--- src/rtl/dbc_pkg.sv ---
package dbc_pkg;

    typedef enum logic [0:0] {
        FILL_IDLE = 1'b0,
        FILL_WAIT = 1'b1
    } fill_state_e;

    typedef struct packed {
        logic hit;
        logic way;
    } lookup_t;

    localparam int WAYS = 2;

endpackage

--- src/rtl/dbc_way_select.sv ---
module dbc_way_select
    import dbc_pkg::*;
#(
    parameter int TAG_W = 14,
    parameter int IDX_W = 4
) (
    input  logic [TAG_W-1:0] req_tag,
    input  logic [TAG_W-1:0] tag0,
    input  logic [TAG_W-1:0] tag1,
    input  logic             vld0,
    input  logic             vld1,
    input  logic [IDX_W-1:0] diff_idx,
    input  logic             diff_pol,
    output lookup_t          result
);

    logic pick;
    logic [TAG_W-1:0] cand_tag;
    logic cand_vld;

    always_comb begin
        if (vld0 && vld1) begin
            pick = (req_tag[diff_idx] == diff_pol);
        end else begin
            pick = vld1 && !vld0;
        end
        cand_tag   = pick ? tag1 : tag0;
        cand_vld   = pick ? vld1 : vld0;
        result.way = pick;
        result.hit = cand_vld && (cand_tag == req_tag);
    end

endmodule

--- src/rtl/dbc_diff_encoder.sv ---
module dbc_diff_encoder #(
    parameter int TAG_W = 14,
    parameter int IDX_W = 4
) (
    input  logic [TAG_W-1:0] tag_a,
    input  logic [TAG_W-1:0] tag_b,
    output logic [IDX_W-1:0] low_pos
);

    logic [TAG_W-1:0] differ;
    logic [TAG_W:0]   seen_below;

    assign seen_below[0] = 1'b0;

    for (genvar b = 0; b < TAG_W; b++) begin : g_bit
        assign differ[b]       = tag_a[b] ^ tag_b[b];
        assign seen_below[b+1] = seen_below[b] | differ[b];
    end

    always_comb begin
        low_pos = '0;
        for (int i = 0; i < TAG_W; i++) begin
            if (differ[i] && !seen_below[i]) begin
                low_pos = IDX_W'(i);
            end
        end
    end

endmodule

--- src/rtl/dbc_refill_fsm.sv ---
module dbc_refill_fsm
    import dbc_pkg::*;
#(
    parameter int ADDR_W = 16
) (
    input  logic              clk,
    input  logic              rst,
    input  logic              start,
    input  logic [ADDR_W-1:0] start_addr,
    input  logic              mem_valid,
    output logic              busy,
    output logic [ADDR_W-1:0] line_addr,
    output logic              fill_now
);

    fill_state_e state_q;

    always_ff @(posedge clk) begin
        if (rst) begin
            state_q   <= FILL_IDLE;
            line_addr <= '0;
        end else begin
            case (state_q)
                FILL_IDLE: begin
                    if (start) begin
                        state_q   <= FILL_WAIT;
                        line_addr <= start_addr;
                    end
                end
                FILL_WAIT: begin
                    if (mem_valid) begin
                        state_q <= FILL_IDLE;
                    end
                end
                default: state_q <= FILL_IDLE;
            endcase
        end
    end

    assign busy     = (state_q == FILL_WAIT);
    assign fill_now = busy && mem_valid;

endmodule

--- src/rtl/diffbit_cache.sv ---
module diffbit_cache
    import dbc_pkg::*;
#(
    parameter int ADDR_W = 16,
    parameter int DATA_W = 32,
    parameter int SET_W  = 2
) (
    input  logic              clk,
    input  logic              rst,
    input  logic              req_valid,
    input  logic              req_write,
    input  logic [ADDR_W-1:0] req_addr,
    input  logic [DATA_W-1:0] req_wdata,
    output logic              req_ready,
    output logic              req_done,
    output logic [DATA_W-1:0] rd_data,
    output logic              mem_req,
    output logic [ADDR_W-1:0] mem_addr,
    input  logic              mem_valid,
    input  logic [DATA_W-1:0] mem_rdata
);

    localparam int TAG_W = ADDR_W - SET_W;
    localparam int IDX_W = $clog2(TAG_W);
    localparam int SETS  = 1 << SET_W;

    // request side decode
    logic [SET_W-1:0] req_set;
    logic [TAG_W-1:0] req_tag;
    assign req_set = req_addr[SET_W-1:0];
    assign req_tag = req_addr[ADDR_W-1:SET_W];

    // per-set state
    logic [IDX_W-1:0] didx_q [SETS];
    logic [SETS-1:0]  pol_q;
    logic [SETS-1:0]  lru_q;

    // per-way read views
    logic [WAYS-1:0][TAG_W-1:0]  look_tag;
    logic [WAYS-1:0]             look_vld;
    logic [WAYS-1:0][DATA_W-1:0] look_data;
    logic [WAYS-1:0][TAG_W-1:0]  fill_tag_rd;
    logic [WAYS-1:0]             fill_vld;

    // refill side
    logic              busy;
    logic              fill_now;
    logic              miss_start;
    logic [ADDR_W-1:0] line_addr;
    logic [SET_W-1:0]  f_set;
    logic [TAG_W-1:0]  f_tag;
    logic              victim;
    logic [TAG_W-1:0]  surv_tag;
    logic              surv_vld;
    logic [IDX_W-1:0]  new_idx;
    logic              new_pol;

    lookup_t lk;

    // signals observed by the bound checker
    logic             sel_both_valid;
    logic [TAG_W-1:0] sel_tag0;
    logic [TAG_W-1:0] sel_tag1;
    logic [IDX_W-1:0] sel_idx;
    logic             sel_pol;

    assign sel_both_valid = look_vld[0] && look_vld[1];
    assign sel_tag0       = look_tag[0];
    assign sel_tag1       = look_tag[1];
    assign sel_idx        = didx_q[req_set];
    assign sel_pol        = pol_q[req_set];

    dbc_way_select #(
        .TAG_W(TAG_W),
        .IDX_W(IDX_W)
    ) u_sel (
        .req_tag (req_tag),
        .tag0    (look_tag[0]),
        .tag1    (look_tag[1]),
        .vld0    (look_vld[0]),
        .vld1    (look_vld[1]),
        .diff_idx(didx_q[req_set]),
        .diff_pol(pol_q[req_set]),
        .result  (lk)
    );

    assign req_ready  = !busy;
    assign req_done   = req_valid && req_ready && lk.hit;
    assign miss_start = req_valid && req_ready && !lk.hit;
    assign rd_data    = look_data[lk.way];

    dbc_refill_fsm #(
        .ADDR_W(ADDR_W)
    ) u_fill (
        .clk       (clk),
        .rst       (rst),
        .start     (miss_start),
        .start_addr(req_addr),
        .mem_valid (mem_valid),
        .busy      (busy),
        .line_addr (line_addr),
        .fill_now  (fill_now)
    );

    assign mem_req  = busy;
    assign mem_addr = line_addr;
    assign f_set    = line_addr[SET_W-1:0];
    assign f_tag    = line_addr[ADDR_W-1:SET_W];

    // victim: invalid way first, then the LRU way
    always_comb begin
        if (!fill_vld[0]) begin
            victim = 1'b0;
        end else if (!fill_vld[1]) begin
            victim = 1'b1;
        end else begin
            victim = lru_q[f_set];
        end
        surv_tag = fill_tag_rd[!victim];
        surv_vld = fill_vld[!victim];
    end

    dbc_diff_encoder #(
        .TAG_W(TAG_W),
        .IDX_W(IDX_W)
    ) u_enc (
        .tag_a  (f_tag),
        .tag_b  (surv_tag),
        .low_pos(new_idx)
    );

    assign new_pol = victim ? f_tag[new_idx] : surv_tag[new_idx];

    // way storage
    for (genvar w = 0; w < WAYS; w++) begin : g_way
        logic [TAG_W-1:0]  tag_r [SETS];
        logic [DATA_W-1:0] dat_r [SETS];
        logic [SETS-1:0]   vld_r;
        logic              fill_we;
        logic              hit_we;

        assign fill_we = fill_now && (victim == 1'(w));
        assign hit_we  = req_done && req_write && (lk.way == 1'(w));

        always_ff @(posedge clk) begin
            if (rst) begin
                vld_r <= '0;
            end else if (fill_we) begin
                vld_r[f_set] <= 1'b1;
            end
        end

        always_ff @(posedge clk) begin
            if (fill_we) begin
                tag_r[f_set] <= f_tag;
                dat_r[f_set] <= mem_rdata;
            end else if (hit_we) begin
                dat_r[req_set] <= req_wdata;
            end
        end

        assign look_tag[w]    = tag_r[req_set];
        assign look_vld[w]    = vld_r[req_set];
        assign look_data[w]   = dat_r[req_set];
        assign fill_tag_rd[w] = tag_r[f_set];
        assign fill_vld[w]    = vld_r[f_set];
    end

    // set state: difference position, polarity, recency
    always_ff @(posedge clk) begin
        if (rst) begin
            pol_q <= '0;
            lru_q <= '0;
            for (int s = 0; s < SETS; s++) begin
                didx_q[s] <= '0;
            end
        end else begin
            if (fill_now && surv_vld) begin
                didx_q[f_set] <= new_idx;
                pol_q[f_set]  <= new_pol;
            end
            if (req_done) begin
                lru_q[req_set] <= !lk.way;
            end
        end
    end

endmodule

--- config.mk ---
export PLATFORM = sky130hd
export DESIGN_NAME = diffbit_cache
export DESIGN_NICKNAME = d
export VERILOG_FILES = /design/src/rtl/dbc_pkg.sv /design/src/rtl/dbc_way_select.sv /design/src/rtl/dbc_diff_encoder.sv /design/src/rtl/dbc_refill_fsm.sv /design/src/rtl/diffbit_cache.sv
export SDC_FILE = /design/constraint.sdc
export NUM_CORES = 1
export LEC_CHECK = 0
export BUFFER_PORTS_ARGS = -buffer_cell sky130_fd_sc_hd__buf_2
export CAP_MARGIN = 20
export CORE_ASPECT_RATIO = 0.6
export CORE_MARGIN = 2
export CORE_UTILIZATION = 52
export DETAILED_ROUTE_END_ITERATION = 8
export GPL_TIMING_DRIVEN = 1
export PLACE_DENSITY_LB_ADDON = 0.12
export SYNTH_ARGS = -nofsm -noshare
export SYNTH_HDL_FRONTEND = slang
export SYNTH_SLANG_ARGS = --single-unit
--- constraint.sdc ---
create_clock -name clk -period 6.8 [get_ports clk]
set_clock_uncertainty 0.2 [all_clocks]
set_input_delay 1.02 -clock clk [delete_from_list [all_inputs] [get_ports clk]]
set_output_delay 1.02 -clock clk [all_outputs]
set_load 0.02 [all_outputs]
==> results of run 1 <==
[sequential cells by signal, indices dropped and copies added, names as in the netlist, named ones only]
| name | flops |
|---|---|
| lru_q | 4 |
| u_fill.line_addr | 16 |
| pol_q | 4 |
| u_fill.busy | 1 |
| didx_q | 16 |
| g_way.tag_r | 112 |
| g_way.vld_r | 8 |
| g_way.dat_r | 256 |
[per-layer routing]
metal	track usage, %	vias up	part of all wire [%]
li1	-	4541	-
met1	39.2	5422	47
met2	33.6	437	41
met3	6.68	50	9.8
met4	6.26	0	1.8
met5	0	-	0
[synth_stat cells (5+ instances only)]
master                     instances
sky130_fd_sc_hd__nand2b_1         16
sky130_fd_sc_hd__o21ai_0          10
sky130_fd_sc_hd__nor3_1           11
sky130_fd_sc_hd__a21o_1            8
sky130_fd_sc_hd__mux2_2          105
sky130_fd_sc_hd__buf_6             6
sky130_fd_sc_hd__edfxtp_1        384
sky130_fd_sc_hd__nor2_1           59
sky130_fd_sc_hd__a21oi_1          16
sky130_fd_sc_hd__a211oi_1          9
sky130_fd_sc_hd__mux4_2          124
sky130_fd_sc_hd__buf_2            12
sky130_fd_sc_hd__mux2_4           26
sky130_fd_sc_hd__dfxtp_1          35
sky130_fd_sc_hd__nand3_1           9
sky130_fd_sc_hd__mux2i_1          40
sky130_fd_sc_hd__inv_1            13
sky130_fd_sc_hd__nand2_1          16
sky130_fd_sc_hd__xor2_1           21
sky130_fd_sc_hd__xnor2_1           7
sky130_fd_sc_hd__nand4_1           5
sky130_fd_sc_hd__nor2b_1           5
sky130_fd_sc_hd__clkbuf_1         37
[final cells by class]
class	count	area share [%]
clock buffer	49	4.91
inverter	13	0.227
sequential	419	56.8
tap	467	2.71
timing repair buffer	175	5.16
clock inverter	21	0.546
multi-input combinational	546	29.6
[final timing paths]
| path | startpoint | endpoint |
|---|---|---|
| worst max-delay path | req_addr[0] | req_done |
| worst min-delay path | pol_q[2] | pol_q[2] |
| worst max register to register | u_fill.line_addr[1] | pol_q[2] |
| worst min register to register | pol_q[2] | pol_q[2] |
[worst register-to-register path, delay by kind of cell (launching register included)]
kind	cells	cell delay [ps]
AOI/OAI and AO/OA	4	1410
xor gates and xnor gates	1	180
buffers and inverters	1	230
DFF	1	730
muxes	2	1150
and+or+nand+nor	5	1910
[logic make-up (layout without fill, tap and decap cells)]
logic type | Yosys count | count (layout)
xor+xnor | 28 | 28
mux | 295 | 295
buf+inv | 72 | 258
compound gates | 79 | 79
simple gates | 144 | 144
flops | 419 | 419
[power by group through the flow]
stage / combinational [mW] / clock, mW / sequential, mW
finish: 0.488 / 2.06 / 2.88
global route: 0.520 / 2.20 / 2.88
CTS: 0.482 / 2.10 / 2.88
detailed placement: 0.480 / 0 / 2.93
global placement: 0.479 / 0 / 2.93
floorplan: 0.315 / 0 / 2.92
[cells in the final DEF, fill, tap and decap left out, types with 10 or more instances in the layout]
cell type,instances
sky130_fd_sc_hd__a21oi_1,16
sky130_fd_sc_hd__buf_4,31
sky130_fd_sc_hd__nand2b_1,16
sky130_fd_sc_hd__nand2_1,16
sky130_fd_sc_hd__dfxtp_1,34
sky130_fd_sc_hd__xor2_1,21
sky130_fd_sc_hd__nor2_1,59
sky130_fd_sc_hd__buf_12,10
sky130_fd_sc_hd__buf_2,133
sky130_fd_sc_hd__clkbuf_16,41
sky130_fd_sc_hd__mux2i_1,40
sky130_fd_sc_hd__mux4_2,124
sky130_fd_sc_hd__mux2_2,105
sky130_fd_sc_hd__edfxtp_1,384
sky130_fd_sc_hd__mux2_4,26
sky130_fd_sc_hd__inv_1,13
sky130_fd_sc_hd__o21ai_0,10
==> results_tabular.tex, run 1 <==
\begin{tabular}{lr}
\hline
Metric & Value \\
\hline
\multicolumn{2}{l}{\textbf{Place}} \\
Detail Placement HPWL & 29,600 um \\
Global placement routability congestion & 0.896 \\
Number of cells after detailed placement & 1,620 \\
I/O Buffers & 135 \\
Worst setup slack before clock tree synthesis & 312 ps \\
Placed cell area & 0.0204 mm2 \\
\multicolumn{2}{l}{\textbf{Layout}} \\
Utilization of the core after routing & 60.8\% \\
Post-route cell area & 0.0215 mm2 \\
Multi-input logic area & 0.00638 mm2 \\
Sequential cell area & 0.0122 mm2 \\
Number of inserted filler cells in the final layout & 2,628 \\
Nets & 1,280 \\
Fraction of layout instances using a drive strength above 1 & 42.0\% \\
Fin cells & 1,690 \\
Number of diodes added for antenna fixing & 0 \\
Syn-to-layout area delta & 14.1\% \\
\multicolumn{2}{l}{\textbf{Critical path}} \\
Number of gates on the worst path with buffers counted & 12 \\
Length in cells of the worst reg-to-reg path & 13 \\
Arrival @ worst endpoint & 5130 ps \\
Cells traversed along the worst timing path & buf\_6 > mux4\_2 > mux4\_2 > mux2i\_1 > xnor2\_1 > o221ai\_4 > mux2i\_1 > xor2\_1 > nand4\_1 > nor4\_1 > and3\_1 > buf\_2 \\
Type of the worst setup path & in2out \\
Count of buffering cells on the critical path with inverters included & 2 \\
Data required time at the worst endpoint & 5580 ps \\
CP delay by family, top & multiplexers \\
Peak per-stage delay on the critical path & 650 ps \\
Critical path launch point type & input pin \\
Worst setup slack for register-to-register paths & 830 ps \\
Critical path capture point type & output port \\
Slowest-stage cell, CP & sky130\_fd\_sc\_hd\_\_o221ai\_4 \\
Highest net fanout along the worst path & 15 \\
\multicolumn{2}{l}{\textbf{Route}} \\
Violation count after the first detailed-routing iteration & 1,017 \\
Final wirelength & 45,800 um \\
Final antenna-violating net count & 0 \\
Avg WL per Cell & 27.1 um \\
Via density & 6.18 \\
Initial DRT Pass Iterations & 5 \\
Via count & 10,500 \\
Remaining design rule violation count & 0 \\
\multicolumn{2}{l}{\textbf{Power}} \\
Relative contribution of the clock network to total power & 38.0\% \\
Lkg Pwr & 7.35 nW \\
Proportion of power drawn by flip-flops and latches & 53.0\% \\
P\_int & 4.16 mW \\
Peak VDD IR & 191 uV \\
Comb pwr share & 9.0\% \\
Total power after layout & 5.42 mW \\
Areal power density over the cells & 252 mW/mm2 \\
Reported net switching power & 1.26 mW \\
Switching share of power & 23.3\% \\
\multicolumn{2}{l}{\textbf{Synth}} \\
Synthesized area per cell & 18.2 um2 \\
Main combinational cell family by area after synthesis & multiplexers \\
Share of the yosys chip area belonging to registers & 64.8\% \\
Post-synthesis adder-cell area fraction & 0\% \\
Most used flip-flop cell after synthesis & sky130\_fd\_sc\_hd\_\_edfxtp\_1 \\
Post-synth net total & 1,122 \\
YS warnings & 0 \\
Count of mapped cells out of synthesis & 1,037 \\
Share of the synthesized area in compound gates (AO/OA/AOI/OAI) & 3.08\% \\
Cell area after synthesis & 0.0189 mm2 \\
Fraction of synthesis flops using an asynchronous set or reset pin & 0\% \\
Post-synthesis register bit count & 419 \\
Share of the synthesized netlist area taken by xor and xnor gates & 1.30\% \\
Number of flops mapped to enable cells by yosys & 384 \\
Largest cells by area after synthesis & sky130\_fd\_sc\_hd\_\_edfxtp\_1 61\%, sky130\_fd\_sc\_hd\_\_mux4\_2 15\%, sky130\_fd\_sc\_hd\_\_mux2\_2 6.3\% \\
Synth Area in Simple Gates & 3.80\% \\
Mux contribution to synthesized area & 25.2\% \\
Area leader, netlist & sky130\_fd\_sc\_hd\_\_edfxtp\_1 \\
Netlist cell types & 56 \\
Proportion of netlist area held by the largest area contributor & 61.1\% \\
\multicolumn{2}{l}{\textbf{Clock tree}} \\
Number of setup buffers added after CTS & 0 \\
Clock buffer count from CTS & 40 \\
Clock root buffer & sky130\_fd\_sc\_hd\_\_clkbuf\_16 \\
Post-CTS resize count & 0 \\
Post-CTS Hold Fix Bufs & 0 \\
CTS tree & built \\
Worst-path clk slew & 60 ps \\
Longest Clk Path Bufs & 3 \\
Clock H-tree levels & 2 \\
Latest clock arrival within the worst-skew pair & 550 ps \\
Number of clock sinks & 419 \\
\multicolumn{2}{l}{\textbf{Global routing}} \\
Total congestion overflow & 0 \\
Tot GR Track Use & 24.7\% \\
Via count of the first global-routing pass & 10,400 \\
Global-route wire length before repair & 68,000 um \\
Initial antenna violation count & 0 \\
Largest net degree at the start of global routing & 102 \\
\multicolumn{2}{l}{\textbf{Timing}} \\
Max\_slew headroom & 39.8\% \\
Total negative setup slack & 0 ps \\
Share of the clock period used by the worst path after layout & 93.3\% \\
Measured slew at the worst slew-check pin & 903 ps \\
Setup violation total in the final timing report & 0 \\
Setup repair after global routing missed its margin & false \\
Maximum clock frequency & 158 MHz \\
Clock period minus worst slack & 6350 ps \\
Smallest setup slack after layout & 454 ps \\
Worst-case hold slack & 274 ps \\
Number of pins exceeding their max-slew limit in the final report & 0 \\
Final hold violation count & 0 \\
\multicolumn{2}{l}{\textbf{Die}} \\
Die Span X & 250 um \\
Starting Density & 53.3\% \\
DIE HEIGHT & 152 um \\
Number of top-level pins & 136 \\
Standard cell core area & 0.0354 mm2 \\
Number of rows created at floorplan & 53 \\
Die area & 0.0379 mm2 \\
\multicolumn{2}{l}{\textbf{Min path}} \\
Hold Path Depth & 2 \\
Tightest Hold Check Type & reg2reg \\
\multicolumn{2}{l}{\textbf{Run status}} \\
Outcome & complete, no violations \\
\multicolumn{2}{l}{\textbf{Job}} \\
Max-cap check violation count & 0 \\
\hline
\end{tabular}
No activity file was read; power rests on OpenSTA's default activity.
==> run 2: changes to the inputs <==
ABC_AREA = 1   (was unset)
==> run 2 against run 1 <==
Compared with the run above: die area rose by 0.56%; critical path type unchanged; final area about the same; synthesized area up 0.57%; total power up 5.1%; synthesized cell count up 74%.
==> results_tabular.tex, run 2 <==
\begin{tabular}{lr}
\hline
Metric & Value \\
\hline
\multicolumn{2}{l}{\textbf{Synth}} \\
Proportion of netlist area held by the largest area contributor & 60.7\% \\
Post-synthesis register bit count & 419 \\
Post-synth net total & 1,893 \\
Leading cell type by number of instances after synthesis & sky130\_fd\_sc\_hd\_\_nand2\_1 \\
Fraction of synthesis flops using an asynchronous set or reset pin & 0\% \\
Cell area after synthesis & 0.0190 mm2 \\
Count of mapped cells out of synthesis & 1,808 \\
Netlist cell types & 44 \\
YS warnings & 0 \\
Synthesized area per cell & 10.5 um2 \\
Share of the yosys chip area belonging to registers & 64.4\% \\
Post-synth top cells & 428 x sky130\_fd\_sc\_hd\_\_nand2\_1, 384 x sky130\_fd\_sc\_hd\_\_edfxtp\_1, 160 x sky130\_fd\_sc\_hd\_\_nand3\_1 \\
Number of flops mapped to enable cells by yosys & 384 \\
Most used flip-flop cell after synthesis & sky130\_fd\_sc\_hd\_\_edfxtp\_1 \\
Largest cells by area after synthesis & sky130\_fd\_sc\_hd\_\_edfxtp\_1 61\%, sky130\_fd\_sc\_hd\_\_nand2\_1 8.5\%, sky130\_fd\_sc\_hd\_\_nand3\_1 4.2\% \\
Area leader, netlist & sky130\_fd\_sc\_hd\_\_edfxtp\_1 \\
\multicolumn{2}{l}{\textbf{Layout}} \\
Largest registers & g\_way.dat\_r x256, g\_way.tag\_r x112 \\
Fraction of layout instances using a drive strength above 1 & 14.1\% \\
Number of inserted filler cells in the final layout & 2,998 \\
Utilization of the core after routing & 59.6\% \\
Multi-input logic area & 0.00583 mm2 \\
Max reg flops & 256 \\
Most flops, register & g\_way.dat\_r \\
Nets & 2,020 \\
Syn-to-layout area delta & 13.5\% \\
Sequential cell area & 0.0122 mm2 \\
Commonest non-fill, non-tap cell in the layout & sky130\_fd\_sc\_hd\_\_nand2\_1 \\
Most frequent cells in the layout & 428 x sky130\_fd\_sc\_hd\_\_nand2\_1, 384 x sky130\_fd\_sc\_hd\_\_edfxtp\_1, 160 x sky130\_fd\_sc\_hd\_\_nand3\_1, 135 x sky130\_fd\_sc\_hd\_\_buf\_2, 127 x sky130\_fd\_sc\_hd\_\_inv\_1 \\
\multicolumn{2}{l}{\textbf{Critical path}} \\
Critical path capture point type & output port \\
Cells traversed along the worst timing path & buf\_2 > nand2\_2 > nor2\_1 > a21oi\_2 > nand2\_2 > inv\_1 > nand2\_1 > nand3\_1 > nand3\_1 > nand3b\_1 > nand3\_1 > nand3\_4 > nand2\_4 > buf\_4 > nand2\_1 > o21ai\_0 > buf\_2 \\
Worst r2r src & u\_fill.line\_addr[1] \\
Peak per-stage delay on the critical path & 640 ps \\
Highest net fanout along the worst path & 64 \\
Crit-path most repeated cell & sky130\_fd\_sc\_hd\_\_nand3\_1 \\
Worst setup path endpoint & rd\_data[2] \\
Count of buffering cells on the critical path with inverters included & 4 \\
CP delay by family, top & simple AND/OR/NAND/NOR gates \\
Slowest-stage cell, CP & sky130\_fd\_sc\_hd\_\_buf\_4 \\
Worst setup slack for register-to-register paths & 1350 ps \\
Length in cells of the worst reg-to-reg path & 25 \\
Type of the worst setup path & in2out \\
Arrival @ worst endpoint & 4540 ps \\
Worst Setup SP & req\_addr[0] \\
Worst flop-to-flop path endpoint & pol\_q[1] \\
Number of gates on the worst path with buffers counted & 17 \\
Critical path launch point type & input pin \\
Data required time at the worst endpoint & 5580 ps \\
\multicolumn{2}{l}{\textbf{Timing}} \\
Maximum clock frequency & 174 MHz \\
Setup repair after global routing missed its margin & false \\
Final hold violation count & 0 \\
Number of pins exceeding their max-slew limit in the final report & 0 \\
Clock period minus worst slack & 5760 ps \\
Measured slew at the worst slew-check pin & 750 ps \\
Max\_slew headroom & 50.0\% \\
Setup violation total in the final timing report & 0 \\
Total negative setup slack & 0 ps \\
Share of the clock period used by the worst path after layout & 84.7\% \\
\multicolumn{2}{l}{\textbf{Die}} \\
Standard cell core area & 0.0361 mm2 \\
Number of top-level pins & 136 \\
Starting Density & 52.5\% \\
DIE HEIGHT & 152 um \\
Die Span X & 251 um \\
Number of rows created at floorplan & 54 \\
Die area & 0.0381 mm2 \\
\multicolumn{2}{l}{\textbf{Power}} \\
Switching share of power & 25.0\% \\
Reported net switching power & 1.42 mW \\
Areal power density over the cells & 265 mW/mm2 \\
Lkg Pwr & 8.42 nW \\
Proportion of power drawn by flip-flops and latches & 50.5\% \\
Relative contribution of the clock network to total power & 38.4\% \\
P\_int & 4.28 mW \\
Peak VDD IR & 168 uV \\
Comb pwr share & 11.1\% \\
Total power after layout & 5.70 mW \\
\multicolumn{2}{l}{\textbf{Clock tree}} \\
Post-CTS Hold Fix Bufs & 0 \\
Worst-path clk slew & 60 ps \\
Number of clock sinks & 419 \\
CTS tree & built \\
Latest clock arrival within the worst-skew pair & 550 ps \\
Clock buffer count from CTS & 40 \\
Clock H-tree levels & 2 \\
Longest Clk Path Bufs & 3 \\
Clock root buffer & sky130\_fd\_sc\_hd\_\_clkbuf\_16 \\
Number of setup buffers added after CTS & 0 \\
Post-CTS resize count & 0 \\
\multicolumn{2}{l}{\textbf{Route}} \\
Final antenna-violating net count & 0 \\
Final wirelength & 55,700 um \\
Initial DRT Pass Iterations & 6 \\
Via count & 14,600 \\
Violation count after the first detailed-routing iteration & 1,594 \\
Via density & 5.96 \\
Avg WL per Cell & 22.8 um \\
Remaining design rule violation count & 0 \\
\multicolumn{2}{l}{\textbf{Place}} \\
Detail Placement HPWL & 36,900 um \\
I/O Buffers & 135 \\
Global placement routability congestion & 1.07 \\
\multicolumn{2}{l}{\textbf{Global routing}} \\
Initial antenna violation count & 2 \\
Via count of the first global-routing pass & 13,800 \\
Largest net degree at the start of global routing & 65 \\
Tot GR Track Use & 29.2\% \\
Total congestion overflow & 0 \\
Global-route wire length before repair & 83,700 um \\
\multicolumn{2}{l}{\textbf{Min path}} \\
Tightest Hold Check Type & reg2reg \\
\multicolumn{2}{l}{\textbf{Job}} \\
Max-cap check violation count & 0 \\
\multicolumn{2}{l}{\textbf{Run status}} \\
Outcome & complete, no violations \\
\hline
\end{tabular}
## run 2: kinds of logic (layout without fill, tap and decap cells)
group / Yosys count / count (layout) / share of synthesized area, %
xor+xnor: 7 / 7 / 0.323
flops: 419 / 419 / 64.4
other cells: 0 / 2 / 0
buf+inv: 235 / 391 / 5.22
compound gates: 389 / 389 / 13.0
mux: 1 / 1 / 0.0527
simple gates: 757 / 757 / 17.0
## run 2: how the worst min path moves through the flow
stage	start	endpoint	slack (ps)	cells after the start
2_1_floorplan	pol_q[2]	pol_q[2]	250	2
3_3_place_gp	pol_q[2]	pol_q[2]	260	2
3_5_place_dp	pol_q[2]	pol_q[2]	260	2
4_1_cts	pol_q[2]	pol_q[2]	270	2
5_1_grt	pol_q[1]	pol_q[1]	300	2
6_report	pol_q[2]	pol_q[2]	280	2
## run 2: layout make-up
| type | instances | share of cell area (%) |
|---|---|---|
| Antenna cell | 2 | 0.0232 |
| Inverter | 136 | 2.37 |
| Clock buffer | 54 | 4.89 |
| Timing Repair Buffer | 184 | 5.23 |
| Clock inverter | 17 | 0.900 |
| Sequential cell | 419 | 56.8 |
| Tap cell | 476 | 2.76 |
| Multi-Input combinational cell | 1154 | 27.0 |
## run 2: stage by stage
step	std cells	setup slack, ps	area, um2	hold slack, ps
3_5_place_dp	2368	997	20300	259
6_report	2442	1040	21500	278
3_3_place_gp	2368	1040	20300	259
2_1_floorplan	1808	1210	19000	246
4_1_cts	2439	1120	21500	273
5_1_grt	2442	850	21500	299
## run 2: power by group through the flow
stage	registers (mW)	logic [mW]	clock network, mW
after floorplan	2.93	0.378	0
after global placement	2.93	0.604	0
after detailed placement	2.93	0.609	0
after CTS	2.88	0.612	2.22
after global routing	2.88	0.690	2.32
final	2.88	0.632	2.19
## run 2: worst min-delay path, stage by stage (launching register included)
cell,delay [ps]
sky130_fd_sc_hd__dfxtp_1,310
sky130_fd_sc_hd__nand3_1,70
sky130_fd_sc_hd__nand2_1,50
## run 2: per-layer routing
metal	track usage (%)	vias to the layer above	part of all wire, %
li1	-	6703	-
met1	45.2	6999	45
met2	38.2	779	39
met3	11.1	74	13
met4	7.41	0	1.9
met5	0	-	0
==> run 3: changes to the inputs <==
clock period = 5.33 ns   (was 6.8 ns; I/O delays follow)
==> run 3 against run 2 <==
Compared with the run above: non-clock buffer count rose by 8; flip-flop and latch count unchanged; total power up 30%; sequential share of layout area down 0.53 points; global-route usage decreased by 0.81 points; via count increased by 0.34%; final area increased by 0.94%.
==> results_tabular.tex, run 3 (synthesized netlist as in run 2, its figures left out) <==
\begin{tabular}{lr}
\hline
Metric & Value \\
\hline
\multicolumn{2}{l}{\textbf{Die}} \\
Number of top-level pins & 136 \\
Die area & 0.0381 mm2 \\
Standard cell core area & 0.0361 mm2 \\
Die Span X & 251 um \\
DIE HEIGHT & 152 um \\
Number of rows created at floorplan & 54 \\
Starting Density & 52.5\% \\
\multicolumn{2}{l}{\textbf{Timing}} \\
Measured slew at the worst slew-check pin & 944 ps \\
Maximum clock frequency & 200 MHz \\
Total negative setup slack & 0 ps \\
Share of the clock period used by the worst path after layout & 93.9\% \\
Setup repair after global routing missed its margin & false \\
Setup violation total in the final timing report & 0 \\
Max\_slew headroom & 36.8\% \\
Clock period minus worst slack & 5000 ps \\
Number of pins exceeding their max-slew limit in the final report & 0 \\
Final hold violation count & 0 \\
\multicolumn{2}{l}{\textbf{Global routing}} \\
Via count of the first global-routing pass & 13,400 \\
Global-route wire length before repair & 81,800 um \\
Initial antenna violation count & 4 \\
Largest net degree at the start of global routing & 65 \\
Tot GR Track Use & 28.4\% \\
Total congestion overflow & 0 \\
\multicolumn{2}{l}{\textbf{Critical path}} \\
Critical path launch point type & input pin \\
Data required time at the worst endpoint & 4330 ps \\
Critical path capture point type & output port \\
Type of the worst setup path & in2out \\
Arrival @ worst endpoint & 4000 ps \\
Highest net fanout along the worst path & 21 \\
Length in cells of the worst reg-to-reg path & 28 \\
\multicolumn{2}{l}{\textbf{Run status}} \\
Outcome & complete, no violations \\
\multicolumn{2}{l}{\textbf{Power}} \\
Relative contribution of the clock network to total power & 39.5\% \\
Lkg Pwr & 8.51 nW \\
Switching share of power & 24.9\% \\
Peak VDD IR & 268 uV \\
Total power after layout & 7.42 mW \\
Reported net switching power & 1.85 mW \\
Comb pwr share & 11.0\% \\
Areal power density over the cells & 341 mW/mm2 \\
Proportion of power drawn by flip-flops and latches & 49.5\% \\
P\_int & 5.57 mW \\
\multicolumn{2}{l}{\textbf{Layout}} \\
Nets & 2,028 \\
Sequential cell area & 0.0122 mm2 \\
Commonest non-fill, non-tap cell in the layout & sky130\_fd\_sc\_hd\_\_nand2\_1 \\
Multi-input logic area & 0.00583 mm2 \\
Most flops, register & g\_way.dat\_r \\
Most frequent cells in the layout & 428 x sky130\_fd\_sc\_hd\_\_nand2\_1, 384 x sky130\_fd\_sc\_hd\_\_edfxtp\_1, 160 x sky130\_fd\_sc\_hd\_\_nand3\_1, 135 x sky130\_fd\_sc\_hd\_\_buf\_2, 127 x sky130\_fd\_sc\_hd\_\_inv\_1 \\
Number of inserted filler cells in the final layout & 2,975 \\
Max reg flops & 256 \\
Fraction of layout instances using a drive strength above 1 & 15.0\% \\
Largest registers & g\_way.dat\_r x256, g\_way.tag\_r x112 \\
Utilization of the core after routing & 60.2\% \\
Syn-to-layout area delta & 14.6\% \\
\multicolumn{2}{l}{\textbf{Route}} \\
Via density & 5.95 \\
Avg WL per Cell & 22.3 um \\
Final antenna-violating net count & 0 \\
Initial DRT Pass Iterations & 6 \\
Via count & 14,600 \\
Final wirelength & 54,600 um \\
Violation count after the first detailed-routing iteration & 1,647 \\
Remaining design rule violation count & 0 \\
\multicolumn{2}{l}{\textbf{Clock tree}} \\
Clock root buffer & sky130\_fd\_sc\_hd\_\_clkbuf\_16 \\
Number of clock sinks & 419 \\
Clock buffer count from CTS & 40 \\
Post-CTS Hold Fix Bufs & 0 \\
CTS tree & built \\
Clock H-tree levels & 2 \\
Latest clock arrival within the worst-skew pair & 550 ps \\
Longest Clk Path Bufs & 3 \\
Worst-path clk slew & 60 ps \\
\multicolumn{2}{l}{\textbf{Place}} \\
I/O Buffers & 135 \\
Detail Placement HPWL & 36,300 um \\
Global placement routability congestion & 1.03 \\
\multicolumn{2}{l}{\textbf{Min path}} \\
Hold Path Depth & 2 \\
Tightest Hold Check Type & reg2reg \\
\multicolumn{2}{l}{\textbf{Job}} \\
Max-cap check violation count & 0 \\
\hline
\end{tabular}
## run 3: cell types whose count changed in the layout (fill, tap and decap cells not counted), moves of 2 or more
cell,before,now
sky130_fd_sc_hd__buf_12,5,8
sky130_fd_sc_hd__buf_4,43,48
sky130_fd_sc_hd__clkbuf_1,14,7
sky130_fd_sc_hd__clkbuf_8,0,2
sky130_fd_sc_hd__clkinv_1,6,4
sky130_fd_sc_hd__clkinv_2,6,8
sky130_fd_sc_hd__diode_2,2,4
sky130_fd_sc_hd__inv_6,1,3
## run 3: final timing paths
check / slack [ps] / end / from
min: 280 / pol_q[2] / pol_q[2]
min reg2reg: 280 / pol_q[2] / pol_q[2]
max reg2reg: 370 / pol_q[2] / u_fill.line_addr[0]
max: 330 / req_done / req_addr[0]
## run 3: per-layer routing
layer / vias to the layer above / wire length [um] / share of wire, % / global-route usage, %
li1: 6725 / - / - / -
met1: 7049 / 25300 / 46 / 45.0
met2: 742 / 21700 / 40 / 37.6
met3: 88 / 6450 / 12 / 8.27
met4: 0 / 1120 / 2.0 / 7.96
met5: - / 0 / 0 / 0
## run 3: layout make-up
cell class	instances	area share (%)
Antenna cell	4	0.0460
Clock buffer	50	4.97
Tap cell	476	2.74
Multi-Input combinational cell	1154	26.8
Inverter	136	2.36
Timing Repair Buffer	192	5.63
Clock inverter	22	1.20
Sequential cell	419	56.3
## run 3: critical path: stages
cell	delay, ps
sky130_fd_sc_hd__buf_2	210
sky130_fd_sc_hd__nand2_2	280
sky130_fd_sc_hd__nor2_1	210
sky130_fd_sc_hd__a21oi_2	50
sky130_fd_sc_hd__nand2_2	200
sky130_fd_sc_hd__inv_1	90
sky130_fd_sc_hd__nand2_1	70
sky130_fd_sc_hd__nand3_1	80
sky130_fd_sc_hd__nand3b_1	100
sky130_fd_sc_hd__nand3b_1	90
sky130_fd_sc_hd__nand3_1	120
sky130_fd_sc_hd__nand3_4	140
sky130_fd_sc_hd__nand2_4	240
sky130_fd_sc_hd__nand2_1	110
sky130_fd_sc_hd__nand2_1	90
sky130_fd_sc_hd__nand2_1	50
sky130_fd_sc_hd__a21oi_1	210
sky130_fd_sc_hd__nand2_1	100
sky130_fd_sc_hd__nor2_2	160
sky130_fd_sc_hd__nand3_4	190
sky130_fd_sc_hd__inv_1	210
sky130_fd_sc_hd__buf_2	200
## run 3: power by group through the flow
stage	sequential, mW	combinational, mW	clock, mW
floorplan	3.74	0.483	0
global placement	3.74	0.783	0
detailed placement	3.74	0.790	0
CTS	3.67	0.794	2.97
global route	3.68	0.887	3.10
finish	3.67	0.818	2.93
## run 3: per-stage QoR
stage | instances | area (um2) | worst slack, ps | hold slack (ps)
after detailed placement | 2376 | 20400 | 153 | 274
final | 2453 | 21700 | 326 | 278
after global placement | 2376 | 20400 | 315 | 260
after floorplan | 1808 | 19000 | -41.9 | 246
after CTS | 2448 | 21700 | 453 | 282
after global routing | 2453 | 21700 | 29.4 | 299
## run 3: timing repair
item | CTS | global route
endpoints found under the setup margin | 0 | 4
gates resized for setup | 0 | 3
buffers inserted | 0 | 0
